**config.mk**
```make
export PLATFORM = sky130hd
export DESIGN_NAME = sp_sync_ram
export DESIGN_NICKNAME = d
export VERILOG_FILES = /design/src/rtl/spr_pkg.sv /design/src/rtl/spr_array.sv /design/src/rtl/spr_first_stage.sv /design/src/rtl/spr_out_stage.sv /design/src/rtl/sp_sync_ram.sv
export SDC_FILE = /design/constraint.sdc
export NUM_CORES = 1
export LEC_CHECK = 0
export CAP_MARGIN = 10
export CORE_ASPECT_RATIO = 2
export CORE_MARGIN = 10
export CORE_UTILIZATION = 61
export DETAILED_ROUTE_END_ITERATION = 12
export DONT_BUFFER_PORTS = 1
export PLACE_DENSITY = 0.85
export SLEW_MARGIN = 20
export SYNTH_ARGS = -nofsm -noshare
export SYNTH_HDL_FRONTEND = slang
export SYNTH_HIERARCHICAL = 1
export SYNTH_SLANG_ARGS = --single-unit
```
**constraint.sdc**
```tcl
create_clock -name clk -period 4 [get_ports clk]
set_input_delay 0.2 -clock clk [delete_from_list [all_inputs] [get_ports clk]]
set_output_delay 0.2 -clock clk [all_outputs]
set_load 0.01 [all_outputs]
```
**src/rtl/spr_pkg.sv**
```systemverilog
package spr_pkg;

  // Output policy on a write cycle; the encodings are part of the interface.
  typedef enum logic [1:0] {
    WM_WRITE_FIRST = 2'd0,
    WM_READ_FIRST  = 2'd1,
    WM_NO_CHANGE   = 2'd2
  } wmode_e;

endpackage

```
**src/rtl/spr_array.sv**
```systemverilog
module spr_array #(
  parameter int          ADDR_W    = 5,
  parameter int          DATA_W    = 16,
  parameter logic [DATA_W-1:0] INIT_WORD = '0
) (
  input  logic              clk,
  input  logic              store,
  input  logic [ADDR_W-1:0] addr,
  input  logic [DATA_W-1:0] wdata,
  output logic [DATA_W-1:0] cur_word
);
  localparam int DEPTH = 1 << ADDR_W;

  logic [DATA_W-1:0] cells [DEPTH] = '{default: INIT_WORD};

  // Contents before this edge's write; feeds the output stage.
  assign cur_word = cells[addr];

  always_ff @(posedge clk) begin
    if (store) cells[addr] <= wdata;
  end
endmodule

```
**src/rtl/spr_first_stage.sv**
```systemverilog
module spr_first_stage
  import spr_pkg::*;
#(
  parameter int          DATA_W  = 16,
  parameter wmode_e      WMODE   = WM_WRITE_FIRST,
  parameter bit          OUT_REG = 1'b0,
  parameter logic [DATA_W-1:0] RST_VAL = '0
) (
  input  logic              clk,
  input  logic              ena,
  input  logic              wr_en,
  input  logic              out_rst,
  input  logic [DATA_W-1:0] wdata,
  input  logic [DATA_W-1:0] cur_word,
  output logic [DATA_W-1:0] stage_q
);
  logic [DATA_W-1:0] q = RST_VAL;
  logic [DATA_W-1:0] wr_next;
  logic              rst_here;

  // Without the extra register the reset lands on this stage.
  assign rst_here = out_rst && !OUT_REG;

  generate
    if (WMODE == WM_WRITE_FIRST) begin : g_wf
      assign wr_next = wdata;
    end else if (WMODE == WM_READ_FIRST) begin : g_rf
      assign wr_next = cur_word;
    end else begin : g_nc
      assign wr_next = q;
    end
  endgenerate

  always_ff @(posedge clk) begin
    if (ena) begin
      if (rst_here)   q <= RST_VAL;
      else if (wr_en) q <= wr_next;
      else            q <= cur_word;
    end
  end

  assign stage_q = q;
endmodule

```
**src/rtl/spr_out_stage.sv**
```systemverilog
module spr_out_stage #(
  parameter int          DATA_W  = 16,
  parameter bit          OUT_REG = 1'b0,
  parameter logic [DATA_W-1:0] RST_VAL = '0
) (
  input  logic              clk,
  input  logic              ena,
  input  logic              out_rst,
  input  logic [DATA_W-1:0] stage_q,
  output logic [DATA_W-1:0] rdata
);
  generate
    if (OUT_REG) begin : g_reg
      logic [DATA_W-1:0] q = RST_VAL;
      always_ff @(posedge clk) begin
        if (ena) q <= out_rst ? RST_VAL : stage_q;
      end
      assign rdata = q;
    end else begin : g_pass
      logic unused_ok;
      assign unused_ok = &{1'b0, clk, ena, out_rst};
      assign rdata = stage_q;
    end
  endgenerate
endmodule

```
**src/rtl/sp_sync_ram.sv**
```systemverilog
module sp_sync_ram
  import spr_pkg::*;
#(
  parameter int          ADDR_W    = 5,
  parameter int          DATA_W    = 16,
  parameter wmode_e      WMODE     = WM_WRITE_FIRST,
  parameter bit          OUT_REG   = 1'b0,
  parameter logic [DATA_W-1:0] RST_VAL   = 16'h0101,
  parameter logic [DATA_W-1:0] INIT_WORD = '0
) (
  input  logic              clk,
  input  logic              ena,
  input  logic              wr_en,
  input  logic              out_rst,
  input  logic [ADDR_W-1:0] addr,
  input  logic [DATA_W-1:0] wdata,
  output logic [DATA_W-1:0] rdata
);
  logic              store;
  logic [DATA_W-1:0] cur_word;
  logic [DATA_W-1:0] stage_q;

  // The output reset never blocks storage.
  assign store = ena && wr_en;

  spr_array #(
    .ADDR_W(ADDR_W), .DATA_W(DATA_W), .INIT_WORD(INIT_WORD)
  ) u_array (
    .clk(clk), .store(store), .addr(addr), .wdata(wdata), .cur_word(cur_word)
  );

  spr_first_stage #(
    .DATA_W(DATA_W), .WMODE(WMODE), .OUT_REG(OUT_REG), .RST_VAL(RST_VAL)
  ) u_first (
    .clk(clk), .ena(ena), .wr_en(wr_en), .out_rst(out_rst),
    .wdata(wdata), .cur_word(cur_word), .stage_q(stage_q)
  );

  spr_out_stage #(
    .DATA_W(DATA_W), .OUT_REG(OUT_REG), .RST_VAL(RST_VAL)
  ) u_out (
    .clk(clk), .ena(ena), .out_rst(out_rst), .stage_q(stage_q), .rdata(rdata)
  );
endmodule

```
==> results.md <==
- The area growth from synthesis to layout is 9.51%.
- Setup violations remaining at the end of the flow were counted as 0.
- The post-CTS setup-driven buffer insertion count is 0.
- In this run the critical register-to-register path is launched from u_array/cells[11][4].
- The global-route usage over all layers is 22.9%.
- The share of the Yosys chip area taken by registers is 77.0%.
- After clock tree synthesis, the clock-pin slew on the worst setup and hold paths is 0.07 ns.
- The total overflow left after global routing is 0.
- The total area inside the core boundary comes to 0.0335 mm^2.
- The worst hold margin is approximately 0.017 ns.
- The mapped netlist covers 0.0206 mm^2.
- The number of rows in the core area is 95.
- The worst hold path belongs to the class in2reg.
- The total power is 10.3 mW.
- The die boundary height is ~280 um.
- The measured slew at the worst slew-check pin is between 1 and 1.5 ns.
- Pin placement for this block handled 41 I/O pins.
- The run finished with clean final reports.
- The global placement routability congestion is 0.897.
- The cell family with the largest share of critical-path delay is simple AND/OR/NAND/NOR gates.
- The die is 150 um wide.
- The max-slew violation count is 0.
- By area the synthesized netlist is led by sky130_fd_sc_hd__edfxtp_1 77%, sky130_fd_sc_hd__mux2i_1 13%, sky130_fd_sc_hd__o22ai_1 3.9%, sky130_fd_sc_hd__buf_2 1.1%, sky130_fd_sc_hd__nor4_1 0.97%.
- The pin count of the biggest net entering global routing is 261.
- Dividing the detail-routed wire length by the instance count gives 30.0 um.
- The critical path startpoint is u_array/cells[11][4].
- The hold buffer count at CTS is 34.
- The area enclosed by the die boundary is around 0.042 mm^2.
- The number of antenna violations at the first check in global routing is 1.
- The power per standard cell area is approximately 460 mW/mm^2.
- The number of unique standard cell types used by synthesis is 28.
- The worst slack at placement is between 1.5 and 2 ns.
- The final hold violation count is 0.
- STA puts the critical path data required time at 4.28 ns.
- The longest clock path from root to sink contains 3 buffers.
- The cell type with the highest aggregate area in the netlist is sky130_fd_sc_hd__edfxtp_1.
- The first routing iteration left 1396 violations.
- Gates resized during post-CTS repair numbered 0.
- The HPWL after detailed placement is 29.5 mm.
- Derived from the worst setup path, the maximum achievable clock frequency is 0.376 GHz.
- The clock tree synthesis step divided the H-tree into 2 levels.
- The slowest cell on the critical path is sky130_fd_sc_hd__nor4_1.
- The library cell used as clock root buffer is sky130_fd_sc_hd__clkbuf_16.
- The number of clock sinks seen by CTS is 528.
- The sum of negative setup slack is 0 ns.
- The met3 usage in global routing is 3.39%.
- The first-pass GRT wire length is 70.4 mm.
- The worst hold path begins at wr_en.
- Traced cell by cell, the critical path runs through mux2i_1 -> o22ai_1 -> nor4_1 -> nand2_1 -> mux2i_1 -> nor2_1 -> dlygate4sd3_1.
- After detailed routing, the number of vias per cell comes to 6.75.
- The number of max-cap violations is 0.
- The critical path buffer and inverter count is 1.
- Setup repair after global routing left no endpoint under its margin.
- The reported leakage power is 7.76 nW.
- The routed layout has 11000 vias.
- The worst setup path is of the reg2reg kind.
- The kind of start point of the critical path is a register.
- The net count reported at finish is 1188.
- The worst-case headroom to the max-slew limit is between 20% and 30%.
- When the netlist entered floorplanning its net count stood at 1164.
- The data arrival at the endpoint of the critical path is 2.94 ns.
- Of all nets on the critical path, the largest fanout is 1.
- In this design, the stage delay of the slowest critical-path cell is 0.70 ns.
- The non-filler instance count after layout is 1624.
- TritonCTS built the clock tree.
- At the later pin of the worst-skew pair, clock insertion delay measures 0.54 ns.
- The library cell appearing most often on the critical path is sky130_fd_sc_hd__mux2i_1.
- In the global route stage, met1 resource usage came out at about a quarter.
- After global routing, the most crowded layer is met2.
- The via count of the first global-routing pass was 10800.
- The fraction of layout instances using a drive strength above 1 is 8.84%.
- The global-route track usage on met2 is 41.5%.
- The number of register bits inferred by synthesis is 528.
- The number of buffer cells added on primary ports is 0.
- The number of clock buffers inserted by TritonCTS is 40.
- The final critical-path setup slack is between 1 and 1.5 ns.
- The final worst-path cycle share is between 60% and 70%.
- During synthesis, Yosys emitted a total of 6 warnings.
- The worst path needs between 2 and 3 ns of the cycle, external delays included.
- The post-detailed-route count of antenna-violating nets is 0.
- Of the post-synthesis cell area, the dominant cell type holds 77.0%.
- The first detailed-routing pass ran for 8 iterations.
- For this run, design rule violations remaining after detail routing come to 0.
- For the final database, setup skew stands at 0.00939 ns.
- After detailed placement, the design holds a cell count of 1523.
- The initial utilization of the core area, before any placement, comes to 61.5%.
- A synthesized cell averages 18.1 um^2.
- The number of antenna diodes in the final layout is 0.
- The worst vdd rail ir drop is 0.295 mV.
- The critical path endpoint category is a register.
- After technology mapping, the gate count stands at 1139.
- The routed wire length is 48.8 mm.
## metal layers
layer / part of all wire [%] / wire length, um
met3: 7.0 / 3430
met5: 0.053 / 26
met1: 32 / 15600
met2: 54 / 26200
met4: 7.3 / 3550
## where the power goes
group,switching [mW],leakage [nW],total [mW],internal (mW)
registers,0.0255,4.77,6.16,6.13
logic,0.260,2.42,0.443,0.183
clock network,1.73,0.574,3.74,2.01
## per-stage QoR
stage               instance area (um^2)  util, %
global route                       22600     67.3
detailed placement                 20900     62.3
CTS                                22600     67.3
finish                             22600     67.3
floorplan                          20600        -
global placement                   20900     62.3
## cell usage after synthesis
library cell	instances
sky130_fd_sc_hd__or3b_2	3
sky130_fd_sc_hd__nand4_1	1
sky130_fd_sc_hd__nor2b_1	2
sky130_fd_sc_hd__nor4_1	32
sky130_fd_sc_hd__o22ai_2	1
sky130_fd_sc_hd__nor3_1	4
sky130_fd_sc_hd__and2_1	1
sky130_fd_sc_hd__clkbuf_2	3
sky130_fd_sc_hd__a211o_1	2
sky130_fd_sc_hd__or4_1	1
sky130_fd_sc_hd__or4b_1	3
sky130_fd_sc_hd__mux2i_1	270
sky130_fd_sc_hd__nand4b_1	4
sky130_fd_sc_hd__o22ai_1	127
sky130_fd_sc_hd__nand3b_1	4
sky130_fd_sc_hd__clkbuf_1	10
sky130_fd_sc_hd__nor2_1	43
sky130_fd_sc_hd__or3_1	1
sky130_fd_sc_hd__nand3_1	2
sky130_fd_sc_hd__or4b_4	1
sky130_fd_sc_hd__buf_12	1
sky130_fd_sc_hd__buf_2	45
sky130_fd_sc_hd__nand4bb_1	6
sky130_fd_sc_hd__nand2_1	18
sky130_fd_sc_hd__edfxtp_1	528
sky130_fd_sc_hd__buf_4	18
sky130_fd_sc_hd__buf_6	7
sky130_fd_sc_hd__buf_1	1
## flip-flops by register name (all words and copies together), names as in the netlist
name	count
u_array/cells	512
u_first/stage_q	16
## cell usage in the layout, fill, tap and decap left out, types with 5 or more instances in the layout
master / count
sky130_fd_sc_hd__nand2_1: 18
sky130_fd_sc_hd__clkbuf_1: 14
sky130_fd_sc_hd__edfxtp_1: 528
sky130_fd_sc_hd__clkbuf_16: 41
sky130_fd_sc_hd__buf_4: 33
sky130_fd_sc_hd__clkinv_1: 5
sky130_fd_sc_hd__mux2i_1: 270
sky130_fd_sc_hd__nor4_1: 32
sky130_fd_sc_hd__dlygate4sd3_1: 19
sky130_fd_sc_hd__nor2_1: 43
sky130_fd_sc_hd__o22ai_1: 127
sky130_fd_sc_hd__buf_12: 14
sky130_fd_sc_hd__nand4bb_1: 6
## final timing paths
path	end	slack [ns]	cells past startpoint
setup reg to reg	u_first/stage_q[4]	1.34	7
setup / recovery	u_first/stage_q[4]	1.34	7
hold reg to reg	u_first/stage_q[11]	0.89	6
hold / removal	u_first/stage_q[7]	0.02	2
## cell type report
type / instances / area [um^2]
Sequential cell: 528 / 15900
Fill cell: 2071 / 11000
Multi-Input combinational cell: 526 / 4250
Clock buffer: 55 / 1080
Timing Repair Buffer: 67 / 723
Tap cell: 436 / 546
Clock inverter: 12 / 106
## logic make-up (layout without fill, tap and decap cells)
kind of cell,count (synthesis),in the layout,share of synthesized area [%]
flops,528,528,77.0
mux,270,270,13.1
compound gates,130,130,4.00
simple gates,126,126,3.40
buf+inv,85,134,2.50
No activity file was read; power rests on OpenSTA's default activity.
